<file path="src/rtl/vreq_pkg.sv">
package vreq_pkg;
  typedef enum logic [1:0] {
    K_NONE,
    K_PROBE,
    K_WRITE,
    K_READ
  } req_kind_t;

  typedef enum logic [1:0] {
    S_IDLE,
    S_XFER,
    S_PACK,
    S_ACK
  } seq_state_t;
endpackage

</file>
<file path="src/rtl/vreq_decode.sv">
module vreq_decode
  import vreq_pkg::*;
#(
  parameter logic [7:0] CODE_PROBE = 8'h20,
  parameter logic [7:0] CODE_WRITE = 8'h21,
  parameter logic [7:0] CODE_READ  = 8'h22
) (
  input  logic [1:0] req_type,
  input  logic [7:0] req_code,
  output req_kind_t  kind
);
  localparam logic [1:0] TYPE_VENDOR = 2'b10;

  always_comb begin
    kind = K_NONE;
    if (req_type == TYPE_VENDOR) begin
      unique case (req_code)
        CODE_PROBE: kind = K_PROBE;
        CODE_WRITE: kind = K_WRITE;
        CODE_READ:  kind = K_READ;
        default:    kind = K_NONE;
      endcase
    end
  end
endmodule

</file>
<file path="src/rtl/mdio_hdr_gen.sv">
module mdio_hdr_gen #(
  parameter int PHY_W = 5,
  parameter int REG_W = 5,
  localparam int HDR_W = 6 + PHY_W + REG_W
) (
  input  logic             is_write,
  input  logic [PHY_W-1:0] phy,
  input  logic [REG_W-1:0] regn,
  output logic [HDR_W-1:0] hdr
);
  localparam logic [1:0] START_BITS = 2'b01;
  localparam logic [1:0] OP_WR      = 2'b01;
  localparam logic [1:0] OP_RD      = 2'b10;
  localparam logic [1:0] TURN_BITS  = 2'b10;

  always_comb begin
    hdr = {START_BITS, (is_write ? OP_WR : OP_RD), phy, regn, TURN_BITS};
  end
endmodule

</file>
<file path="src/rtl/vreq_reply_pack.sv">
module vreq_reply_pack
  import vreq_pkg::*;
#(
  parameter int         REPLY_MAX  = 8,
  parameter int         DATA_W     = 16,
  parameter logic [7:0] PROBE_BYTE = 8'h15,
  localparam int        ECHO_N     = 6,
  localparam int        LEN_W      = $clog2(REPLY_MAX + 1)
) (
  input  req_kind_t               kind,
  input  logic [8*ECHO_N-1:0]     echo_bytes,
  input  logic [DATA_W-1:0]       rdata,
  input  logic [15:0]             hdr,
  output logic [8*REPLY_MAX-1:0]  bytes_out,
  output logic [LEN_W-1:0]        len_out
);
  localparam int FULL_LEN = ECHO_N + 2;

  logic xact;
  assign xact = (kind == K_WRITE) || (kind == K_READ);

  // echo section: reply byte i carries request parameter byte i
  for (genvar i = 0; i < ECHO_N; i++) begin : g_echo
    always_comb begin
      if (xact) bytes_out[8*i +: 8] = echo_bytes[8*i +: 8];
      else if (i == 0 && kind == K_PROBE) bytes_out[8*i +: 8] = PROBE_BYTE;
      else bytes_out[8*i +: 8] = 8'h00;
    end
  end

  // tail section: header low-first for writes, data high-first for reads
  always_comb begin
    unique case (kind)
      K_WRITE: bytes_out[8*ECHO_N +: 16] = {hdr[15:8], hdr[7:0]};
      K_READ:  bytes_out[8*ECHO_N +: 16] = {rdata[7:0], rdata[15:8]};
      default: bytes_out[8*ECHO_N +: 16] = 16'h0000;
    endcase
  end

  for (genvar j = FULL_LEN; j < REPLY_MAX; j++) begin : g_pad
    assign bytes_out[8*j +: 8] = 8'h00;
  end

  always_comb begin
    unique case (kind)
      K_PROBE: len_out = LEN_W'(1);
      K_WRITE, K_READ: len_out = LEN_W'(FULL_LEN);
      default: len_out = '0;
    endcase
  end
endmodule

</file>
<file path="src/rtl/vreq_mdio_bridge.sv">
module vreq_mdio_bridge
  import vreq_pkg::*;
#(
  parameter int         PHY_W      = 5,
  parameter int         REG_W      = 5,
  parameter int         DATA_W     = 16,
  parameter int         REPLY_MAX  = 8,
  parameter logic [7:0] CODE_PROBE = 8'h20,
  parameter logic [7:0] CODE_WRITE = 8'h21,
  parameter logic [7:0] CODE_READ  = 8'h22,
  parameter logic [7:0] PROBE_BYTE = 8'h15,
  localparam int        LEN_W      = $clog2(REPLY_MAX + 1)
) (
  input  logic                   clk,
  input  logic                   rst,
  input  logic                   setup_valid,
  input  logic [63:0]            setup_data,
  output logic                   mdio_req,
  output logic                   mdio_write,
  output logic [PHY_W-1:0]       mdio_phy,
  output logic [REG_W-1:0]       mdio_reg,
  output logic [DATA_W-1:0]      mdio_wdata,
  input  logic                   mdio_done,
  input  logic [DATA_W-1:0]      mdio_rdata,
  output logic [8*REPLY_MAX-1:0] reply_data,
  output logic [LEN_W-1:0]       reply_len,
  output logic                   reply_arm,
  output logic                   hs_ack
);
  localparam int ECHO_N = 6;

  seq_state_t             st;
  req_kind_t              kind_in, kind_q;
  logic [8*ECHO_N-1:0]    parm_q;
  logic [DATA_W-1:0]      rdata_q;
  logic [15:0]            hdr;
  logic [8*REPLY_MAX-1:0] pack_bytes;
  logic [LEN_W-1:0]       pack_len;

  vreq_decode #(
    .CODE_PROBE(CODE_PROBE),
    .CODE_WRITE(CODE_WRITE),
    .CODE_READ (CODE_READ)
  ) u_decode (
    .req_type(setup_data[6:5]),
    .req_code(setup_data[15:8]),
    .kind    (kind_in)
  );

  // parm_q byte k = setup byte k+2
  assign mdio_phy   = parm_q[PHY_W-1:0];
  assign mdio_reg   = parm_q[8 +: REG_W];
  assign mdio_wdata = {parm_q[24 +: 8], parm_q[16 +: 8]};
  assign mdio_write = (kind_q == K_WRITE);

  mdio_hdr_gen #(.PHY_W(PHY_W), .REG_W(REG_W)) u_hdr (
    .is_write(mdio_write),
    .phy     (mdio_phy),
    .regn    (mdio_reg),
    .hdr     (hdr)
  );

  vreq_reply_pack #(
    .REPLY_MAX (REPLY_MAX),
    .DATA_W    (DATA_W),
    .PROBE_BYTE(PROBE_BYTE)
  ) u_pack (
    .kind      (kind_q),
    .echo_bytes(parm_q),
    .rdata     (rdata_q),
    .hdr       (hdr),
    .bytes_out (pack_bytes),
    .len_out   (pack_len)
  );

  always_ff @(posedge clk) begin
    if (rst) begin
      st         <= S_IDLE;
      kind_q     <= K_NONE;
      parm_q     <= '0;
      rdata_q    <= '0;
      mdio_req   <= 1'b0;
      reply_data <= '0;
      reply_len  <= '0;
      reply_arm  <= 1'b0;
      hs_ack     <= 1'b0;
    end else begin
      reply_arm <= 1'b0;
      hs_ack    <= 1'b0;
      unique case (st)
        S_IDLE: begin
          if (setup_valid && kind_in != K_NONE) begin
            kind_q <= kind_in;
            parm_q <= setup_data[63:16];
            if (kind_in == K_PROBE) begin
              st <= S_PACK;
            end else begin
              mdio_req <= 1'b1;
              st       <= S_XFER;
            end
          end
        end
        S_XFER: begin
          if (mdio_done) begin
            mdio_req <= 1'b0;
            rdata_q  <= mdio_rdata;
            st       <= S_PACK;
          end
        end
        S_PACK: begin
          reply_data <= pack_bytes;
          reply_len  <= pack_len;
          reply_arm  <= 1'b1;
          st         <= S_ACK;
        end
        S_ACK: begin
          hs_ack <= 1'b1;
          st     <= S_IDLE;
        end
        default: st <= S_IDLE;
      endcase
    end
  end

  AST_REQ_HOLD: assert property (@(posedge clk) disable iff (rst)
    mdio_req && !mdio_done |=> mdio_req) else $error("request dropped early");
  AST_FIELDS_STABLE: assert property (@(posedge clk) disable iff (rst)
    mdio_req && !mdio_done |=> $stable(mdio_phy) && $stable(mdio_reg) && $stable(mdio_wdata)
      && $stable(mdio_write)) else $error("fields moved");
  AST_REQ_DROP: assert property (@(posedge clk) disable iff (rst)
    mdio_req && mdio_done |=> !mdio_req) else $error("request not released");
  AST_ARM_PULSE: assert property (@(posedge clk) disable iff (rst)
    reply_arm |=> !reply_arm) else $error("arm not a pulse");
  AST_ARM_NO_REQ: assert property (@(posedge clk) disable iff (rst)
    reply_arm |-> !mdio_req) else $error("armed during transaction");
  AST_ACK_FOLLOWS: assert property (@(posedge clk) disable iff (rst)
    reply_arm |=> hs_ack) else $error("no acknowledge after arm");
  AST_ACK_PULSE: assert property (@(posedge clk) disable iff (rst)
    hs_ack |=> !hs_ack) else $error("ack not a pulse");
  AST_PROBE_BYTE: assert property (@(posedge clk) disable iff (rst)
    reply_arm && reply_len == LEN_W'(1) |-> reply_data[7:0] == PROBE_BYTE)
    else $error("probe byte wrong");
endmodule

</file>
<file path="config.mk">
export PLATFORM = sky130hd
export DESIGN_NAME = vreq_mdio_bridge
export DESIGN_NICKNAME = d
export VERILOG_FILES = /design/src/rtl/vreq_pkg.sv /design/src/rtl/vreq_decode.sv /design/src/rtl/mdio_hdr_gen.sv /design/src/rtl/vreq_reply_pack.sv /design/src/rtl/vreq_mdio_bridge.sv
export SDC_FILE = /design/constraint.sdc
export NUM_CORES = 1
export LEC_CHECK = 0
export ABC_AREA = 1
export BUFFER_PORTS_ARGS = -buffer_cell sky130_fd_sc_hd__buf_2
export CORE_MARGIN = 1.5
export CORE_UTILIZATION = 53
export CTS_BUF_LIST = sky130_fd_sc_hd__clkbuf_16
export DETAILED_ROUTE_END_ITERATION = 10
export PLACE_DENSITY_LB_ADDON = 0.1
export SYNTH_ARGS = -nofsm -noshare
export SYNTH_HDL_FRONTEND = slang
export SYNTH_SLANG_ARGS = --single-unit
</file>
<file path="constraint.sdc">
create_clock -name clk -period 4.45 [get_ports clk]
set_input_delay 0.6675 -clock clk [delete_from_list [all_inputs] [get_ports clk]]
set_output_delay 0.6675 -clock clk [all_outputs]
set_load 0.02 [all_outputs]
</file>
==> results of run 1 <==
==> per-stage QoR <==
stage	utilization [%]	hold slack [ps]	setup slack, ps	instances
6_report	67.47	449.1	1769	957
3_5_place_dp	61.20	442.2	1780	925
5_1_grt	67.47	466.1	1477	957
4_1_cts	67.47	450.6	1776	957
3_3_place_gp	61.20	435.6	1783	925
2_1_floorplan	-	424.5	2736	685
==> cell usage after synthesis (all sizes together) <==
cell,number,area share [%]
ha,5,1.2
a31oi,1,0.12
o221ai,10,1.7
o211ai,2,0.29
a21oi,77,7.4
conb,1,0.071
nor2,108,7.8
dfxtp,137,52
clkinv,2,0.14
buf,40,5.2
o21ai,81,7.7
clkbuf,29,2.1
nand3,11,1.1
nand2,126,9.0
nand4,2,0.24
inv,52,3.7
==> area by class of cell <==
cell class	count	area share, %
Clock buffer	17	6.511
Clock inverter	15	2.777
Inverter	54	3.102
Multi-Input combinational cell	425	29.49
Sequential cell	137	41.98
Tap cell	133	2.547
Timing Repair Buffer	176	13.60
==> power breakdown <==
part	switching, mW	leakage [nW]	internal [mW]
clock network	0.508	0.292	0.927
registers	0.00710	1.10	1.24
logic	0.0727	1.64	0.0464
total	0.588	3.04	2.22
==> worst max-delay path: cells and delay by family (launching register included) <==
kind	cells	cell delay (ps)
buf+inv	3	1200
fa+ha+maj	1	470
simple gates	1	290
compound gates	2	200
flops	1	360
==> flip-flops by register name, indices dropped and copies added (netlist names) <==
register / cells
rdata_q: 16
parm_q: 48
reply_arm: 1
st: 2
reply_data: 64
reply_len: 2
kind_q: 2
hs_ack: 1
mdio_req: 1
==> logic make-up after synthesis <==
group	after synthesis	share of synthesized area, %
adder cells (fa/ha/maj)	5	1.191
other	1	0.07139
buffers and inverters	123	11.17
AND/OR/NAND/NOR	247	18.15
flip-flops	137	52.22
AO/OA/AOI/OAI	171	17.20
==> layer usage <==
metal,vias up,GRT usage [%],part of all wire [%]
met5,-,0,0
met4,0,10.01,1.5
met3,17,7.525,6.6
met2,167,41.87,48
met1,2203,30.59,44
li1,2424,-,-
==> path summary, 6_finish.rpt <==
kind	from	endpoint	slack (ps)	cells past startpoint
worst min register to register	rdata_q[10]$_SDFFE_PP0P_	rdata_q[10]$_SDFFE_PP0P_	450	2
worst max-delay path	st[0]$_SDFFE_PP0P_	reply_data[62]$_SDFFE_PP0P_	1770	7
worst max register to register	st[0]$_SDFFE_PP0P_	reply_data[62]$_SDFFE_PP0P_	1770	7
worst min-delay path	rdata_q[10]$_SDFFE_PP0P_	rdata_q[10]$_SDFFE_PP0P_	450	2
==> results.json, run 1 <==
{
  "drtAntennaViolNets": 0,
  "start_kind": "flip-flop",
  "die-width_um": 102.6,
  "setup.worst_path.class": "reg2reg",
  "grt_usage_pct": 25.13,
  "die_h_um": 102.6,
  "rsz0062_at_grt": "false",
  "start_util_pct": 54.24,
  "vias_per_cell": 5.027,
  "crit_chain": "inv_1, ha_1, nand2_1, clkinv_1, buf_4, o21ai_0, a21oi_1",
  "required_ps": 4710,
  "seq_area_mm2": 0.002743,
  "hp-class": "reg2reg",
  "cp-end-kind": "flip-flop",
  "yosysWarningCount": 0,
  "grt_overflow": 0,
  "clockRootBuffer": "clkbuf_16",
  "synth_sequential_area_ratio_pct": 52.22,
  "ioPinCount": 182,
  "port_buffers": 173,
  "cts_buffers": 17,
  "final_common_cell": "buf_2",
  "antenna_found_initial": 0,
  "p_total_mw": 2.804,
  "cellPowerDensity_mw_per_mm2": 429.2,
  "fin_nets": 900,
  "ctsLongestPathBuffers": 2,
  "drive_above_1_share_pct": 25.36,
  "gp_congestion": 0.8192,
  "grt_first_pass_wirelength_um": 20360,
  "cts-htree-levels": 4,
  "cp_slowest_stage_delay_ps": 610,
  "cp_max_fo": 29,
  "wirelength_um": 12950,
  "crit_slowest_cell": "clkinv_1",
  "fin_setup_tns_ps": 0,
  "grt_pass1_vias": 4426,
  "critical_path_arrival_ps": 2940,
  "peakVddDrop_mv": 0.2216,
  "run_status": "finished clean",
  "multi_input_area_mm2": 0.001927,
  "std_cell_rows": 36,
  "grt_max_degree": 80,
  "fmax_mhz": 373.1,
  "clk_pin_slew_ps": 60,
  "die-area_mm2": 0.01052,
  "hold_viol_final": 0,
  "cts_tree": "built",
  "cts.sinks": 137,
  "core_mm2": 0.009684,
  "relSlewSlack_pct": 20.88,
  "ys_ff_latch": 137,
  "drtIter0Drc": 217,
  "fillCellCount": 885,
  "dp_hpwl_um": 8324,
  "place_area_mm2": 0.005927,
  "layout_common_cells": "173 x buf_2, 137 x dfxtp_1, 126 x nand2_1",
  "p_leak_nw": 3.041,
  "finalCriticalPeriod_ps": 2681,
  "drtPass1Iterations": 5,
  "post_cts_buffers": 0,
  "vias": 4811,
  "setup_viol_count_final": 0,
  "syn-cell-area_mm2": 0.005253,
  "drcViolationCount": 0,
  "timing.final.crit_share_pct": 60.24,
  "synth_cell_types": 24,
  "syn_to_final_growth_pct": 24.39,
  "cts_hold_buf": 0,
  "finalInstanceArea_mm2": 0.006534,
  "clk_latency_ps": 410,
  "synth_cells": 684,
  "skew_ps": 8.207,
  "tightest_slew_ps": 1187,
  "maxCapViolCount": 0,
  "postCtsResizedCells": 0,
  "antenna_cells": 0,
  "wire_per_inst_um": 13.54,
  "syn_area_per_cell_um2": 7.679,
  "drv_slew": 0
}
Power figures use the tool's default switching activity.
==> inputs of run 2 (changes only) <==
--- a/config.mk
+++ b/config.mk
@@ -8,7 +8,7 @@
 export ABC_AREA = 1
 export BUFFER_PORTS_ARGS = -buffer_cell sky130_fd_sc_hd__buf_2
 export CORE_MARGIN = 1.5
-export CORE_UTILIZATION = 53
+export CORE_UTILIZATION = 50
 export CTS_BUF_LIST = sky130_fd_sc_hd__clkbuf_16
 export DETAILED_ROUTE_END_ITERATION = 10
 export PLACE_DENSITY_LB_ADDON = 0.1
==> constraint.sdc (replaced) <==
create_clock -name clk -period 2.55 [get_ports clk]
set_input_delay 0.3825 -clock clk [delete_from_list [all_inputs] [get_ports clk]]
set_output_delay 0.3825 -clock clk [all_outputs]
set_load 0.02 [all_outputs]
==> results.json, run 2 (same netlist as run 1, synthesis figures left out) <==
{
  "reg.largest.list": "reply_data (64), parm_q (48), rdata_q (16)",
  "cp-end-kind": "flip-flop",
  "internal_power_mw": 3.592,
  "syn_to_final_growth_pct": 24.94,
  "fmax_mhz": 539.7,
  "die-area_mm2": 0.01113,
  "drtPass1Iterations": 4,
  "hold_viol_final": 0,
  "p_clk_share_pct": 48.6,
  "fillCellCount": 970,
  "grt_usage_pct": 24.12,
  "place_ws_ps": 730.9,
  "dp_hpwl_um": 8746,
  "start_util_pct": 51.11,
  "timing.final.crit_share_pct": 72.67,
  "multi_input_area_mm2": 0.001927,
  "fin_setup_tns_ps": 0,
  "grt_overflow": 0,
  "start_kind": "flip-flop",
  "seq_area_mm2": 0.002743,
  "peakVddDrop_mv": 0.4386,
  "fin_nets": 907,
  "tightest_slew_ps": 643.3,
  "seqPwrFrac_pct": 46.7,
  "postCtsResizedCells": 0,
  "clk_pin_slew_ps": 60,
  "p_switching_mw": 1.072,
  "final_common_cell": "buf_2",
  "finalCriticalPeriod_ps": 1853,
  "die-width_um": 105.5,
  "wire_per_inst_um": 13.64,
  "drive_above_1_share_pct": 26.47,
  "drcViolationCount": 0,
  "clockRootBuffer": "clkbuf_16",
  "grt_pass1_vias": 4402,
  "regMostFlops": "reply_data",
  "drtAntennaViolNets": 0,
  "largest_register_ffs": 64,
  "ctsLongestPathBuffers": 2,
  "std_cell_rows": 37,
  "gp_congestion": 0.8208,
  "ioPinCount": 182,
  "cts_hold_buf": 0,
  "rsz0062_at_grt": "false",
  "hp-class": "in2reg",
  "relSlewSlack_pct": 57.12,
  "cp_slowest_stage_delay_ps": 370,
  "port_buffers": 173,
  "critical_path_arrival_ps": 2180,
  "grt_max_degree": 59,
  "post_cts_buffers": 0,
  "cts.sinks": 137,
  "final_util_pct": 63.85,
  "die_h_um": 105.5,
  "skew_ps": 9.445,
  "cts_buffers": 17,
  "cts_tree": "built",
  "vias_per_cell": 4.978,
  "cts-htree-levels": 4,
  "switching_share_pct": 22.98,
  "cp_max_fo": 23,
  "run_status": "finished clean",
  "setup.worst_path.class": "reg2reg",
  "antenna_cells": 0,
  "grt_first_pass_wirelength_um": 21280,
  "drv_slew": 0,
  "wirelength_um": 13190,
  "clk_latency_ps": 400,
  "p_leak_nw": 3.054,
  "timing.critical_path.mode_cell": "buf_4",
  "crit_slowest_cell": "dfxtp_1",
  "worst_slack_ps": 697.0,
  "vias": 4814,
  "crit_chain": "inv_1, ha_1, buf_4, inv_2, buf_4, nand2_1, a21oi_1",
  "layout_common_cells": "173 x buf_2, 137 x dfxtp_1, 126 x nand2_1",
  "core_mm2": 0.01028,
  "antenna_found_initial": 0,
  "combPwrFrac_pct": 4.6,
  "hold_slack_ps": 203.3,
  "required_ps": 2880,
  "maxCapViolCount": 0,
  "drtIter0Drc": 313,
  "setup_viol_count_final": 0,
  "cellPowerDensity_mw_per_mm2": 710.7
}
run 2: routing by layer:
metal	up-vias	global-route usage (%)	routed length [um]
li1	2439	-	-
met1	2206	31.86	6044
met2	158	39.31	6246
met3	11	5.009	797
met4	0	8.398	105
met5	-	0	0
run 2: path summary, 6_finish.rpt:
path | from | endpoint | slack (ps) | depth (start not counted)
max | st[0]$_SDFFE_PP0P_ | reply_data[27]$_SDFFE_PP0P_ | 700 | 7
min | setup_data[61] | parm_q[45]$_SDFFE_PP0P_ | 200 | 3
max reg2reg | st[0]$_SDFFE_PP0P_ | reply_data[27]$_SDFFE_PP0P_ | 700 | 7
min reg2reg | rdata_q[2]$_SDFFE_PP0P_ | rdata_q[2]$_SDFFE_PP0P_ | 450 | 2
run 2: area by class of cell:
type	count	area share [%]
clock buffers	17	6.482
clock inverters	15	1.964
inverters	54	3.089
multi-input cells	425	29.36
flip-flops and latches	137	41.79
well taps	136	2.593
repair buffers	183	14.72
run 2: worst max-delay path, delay by kind of cell (launching register included):
| kind | cells | cell delay [ps] |
|---|---|---|
| buffers and inverters | 4 | 940 |
| AOI/OAI and AO/OA | 1 | 160 |
| and+or+nand+nor | 1 | 70 |
| adders and majority gates | 1 | 230 |
| DFF | 1 | 370 |
run 2: stage by stage:
stage	cells	instance area (um^2)	total power, mW
3_5_place_dp	935	6008	2.440
6_report	967	6563	4.664
3_3_place_gp	935	6008	2.433
4_1_cts	967	6563	4.706
5_1_grt	967	6563	4.834
2_1_floorplan	685	5256	2.347
run 2: power groups by stage:
| stage | combinational [mW] | sequential, mW | clock [mW] |
|---|---|---|---|
| after floorplan | 0.119 | 2.23 | 0 |
| after global placement | 0.207 | 2.23 | 0 |
| after global routing | 0.245 | 2.18 | 2.41 |
| after detailed placement | 0.213 | 2.23 | 0 |
| final | 0.215 | 2.18 | 2.27 |
| after CTS | 0.215 | 2.18 | 2.31 |
==> inputs of run 3 (changes only) <==
--- a/config.mk
+++ b/config.mk
@@ -8,7 +8,7 @@
 export ABC_AREA = 1
 export BUFFER_PORTS_ARGS = -buffer_cell sky130_fd_sc_hd__buf_2
 export CORE_MARGIN = 1.5
-export CORE_UTILIZATION = 50
+export CORE_UTILIZATION = 45
 export CTS_BUF_LIST = sky130_fd_sc_hd__clkbuf_16
 export DETAILED_ROUTE_END_ITERATION = 10
 export PLACE_DENSITY_LB_ADDON = 0.1
==> constraint.sdc (replaced) <==
create_clock -name clk -period 1.6 [get_ports clk]
set_input_delay 0.24 -clock clk [delete_from_list [all_inputs] [get_ports clk]]
set_output_delay 0.24 -clock clk [all_outputs]
set_load 0.02 [all_outputs]
==> results.json, run 3 (same netlist as run 1, synthesis figures left out) <==
{
  "grt_pass1_vias": 4417,
  "vias": 4752,
  "drt-met1-wl_um": 5877,
  "hold_viol_final": 0,
  "fillCellCount": 1074,
  "ctsLongestPathBuffers": 2,
  "drtIter0Drc": 353,
  "reg.largest.list": "reply_data (64), parm_q (48), rdata_q (16)",
  "grt_max_degree": 59,
  "gp_congestion": 0.8487,
  "cp_slowest_stage_delay_ps": 380,
  "start_kind": "flip-flop",
  "clockRootBuffer": "clkbuf_16",
  "drtPass1Iterations": 4,
  "grt_overflow": 0,
  "regMostFlops": "reply_data",
  "tightest_slew_ps": 649.2,
  "hold_slack_ps": 44.14,
  "met3WireLength_um": 806,
  "drv_slew": 0,
  "wl_met2_um": 6033,
  "wire_per_inst_um": 13.28,
  "cts.sinks": 137,
  "timing.final.crit_share_pct": 91.14,
  "layout_common_cells": "173 x buf_2, 137 x dfxtp_1, 126 x nand2_1",
  "crit_slowest_cell": "dfxtp_1",
  "std_cell_rows": 39,
  "p_total_mw": 7.656,
  "crit_buf_inv": 2,
  "die-width_um": 111.0,
  "final_common_cell": "buf_2",
  "port_buffers": 173,
  "finalCriticalPeriod_ps": 1458,
  "start_util_pct": 46.00,
  "cp_top_family": "flip-flops",
  "clk_pin_slew_ps": 60,
  "setup_viol_count_final": 0,
  "cellPowerDensity_mw_per_mm2": 1138,
  "peakVddDrop_mv": 0.7392,
  "drcViolationCount": 0,
  "setup.worst_path.class": "reg2out",
  "cts-htree-levels": 4,
  "top_layer": "met4",
  "run_status": "finished clean",
  "cp-end-kind": "primary output",
  "wirelength_um": 13000,
  "required_ps": 1360,
  "cp_max_fo": 4,
  "cts_hold_buf": 0,
  "relSlewSlack_pct": 56.72,
  "critical_path_arrival_ps": 1220,
  "syn_to_final_growth_pct": 28.08,
  "multi_input_area_mm2": 0.001929,
  "drive_above_1_share_pct": 27.03,
  "core_mm2": 0.01142,
  "rsz0062_at_grt": "true",
  "antenna_cells": 0,
  "ioPinCount": 182,
  "antenna_found_initial": 0,
  "maxCapViolCount": 0,
  "drtAntennaViolNets": 0,
  "vias_per_cell": 4.854,
  "fin_nets": 912,
  "seq_area_mm2": 0.002743,
  "hp-class": "in2reg",
  "clk_latency_ps": 410,
  "fmax_mhz": 685.7,
  "crit_chain": "inv_1, nor2_1, buf_2",
  "die_h_um": 111.0,
  "cts_buffers": 17,
  "die-area_mm2": 0.01233,
  "largest_register_ffs": 64,
  "cts_tree": "built",
  "grt_usage_pct": 21.68,
  "p_leak_nw": 3.129,
  "dp_hpwl_um": 8928,
  "final_util_pct": 58.92,
  "grt_first_pass_wirelength_um": 21530,
  "skew_ps": 4.969
}
==> run 3: changes by cell type in the layout (fill, tap and decap cells not counted), moves of 2 or more <==
| cell | delta |
|---|---|
| buf_12 | +6 |
| clkinv_2 | +4 |
| buf_4 | -3 |
| bufinv_16 | +2 |
| clkinv_4 | -2 |
| clkinvlp_4 | -2 |
| inv_6 | -2 |
==> run 3: cell type report <==
type | instances | share of cell area, %
inverters | 54 | 3.013
repair buffers | 188 | 16.20
clock buffers | 17 | 6.323
clock inverters | 15 | 2.362
flip-flops and latches | 137 | 40.77
well taps | 143 | 2.659
multi-input cells | 425 | 28.68
==> run 3: final timing paths <==
check,to,cells after the start,slack [ps],from
max,mdio_write,3,140,kind_q[1]$_SDFFE_PP0P_
min,parm_q[39]$_SDFFE_PP0P_,3,40,setup_data[55]
max reg2reg,parm_q[43]$_SDFFE_PP0P_,7,150,st[1]$_SDFFE_PP0P_
min reg2reg,rdata_q[11]$_SDFFE_PP0P_,2,440,rdata_q[11]$_SDFFE_PP0P_
==> run 3: repair_timing <==
action / CTS / global route
gates resized for setup: 0 / 5
buffers inserted: 0 / 0
hold endpoints to repair: 0 / 0
setup endpoints to repair: 0 / 32
==> run 3: worst reg2reg max path, delay by kind of cell (launching register included) <==
| family | cells | cell delay, ps |
|---|---|---|
| simple gates | 2 | 200 |
| flops | 1 | 380 |
| compound gates | 1 | 180 |
| buf+inv | 3 | 340 |
| fa+ha+maj | 1 | 250 |
==> run 3: report_power, final <==
group          leakage (nW)  internal [mW]  switching, mW
logic                  1.74          0.147          0.204
clock network         0.283           2.42           1.41
registers              1.10           3.46         0.0171
==> run 3: per-layer routing <==
metal | vias to the layer above | track usage [%]
met5 | - | 0
met4 | 0 | 8.945
met3 | 24 | 6.342
met2 | 141 | 34.20
met1 | 2146 | 27.89
li1 | 2441 | -
==> run 3: stage by stage <==
| stage | setup slack [ps] | std cells | cell area [um^2] | TNS, ps |
|---|---|---|---|---|
| after floorplan | 99.39 | 685 | 5256 | 0 |
| after detailed placement | 62.83 | 947 | 6130 | 0 |
| after CTS | 43.78 | 979 | 6714 | 0 |
| after global routing | -0.7703 | 979 | 6728 | -0.7703 |
| final | 141.7 | 979 | 6728 | 0 |
| after global placement | 97.43 | 947 | 6130 | 0 |
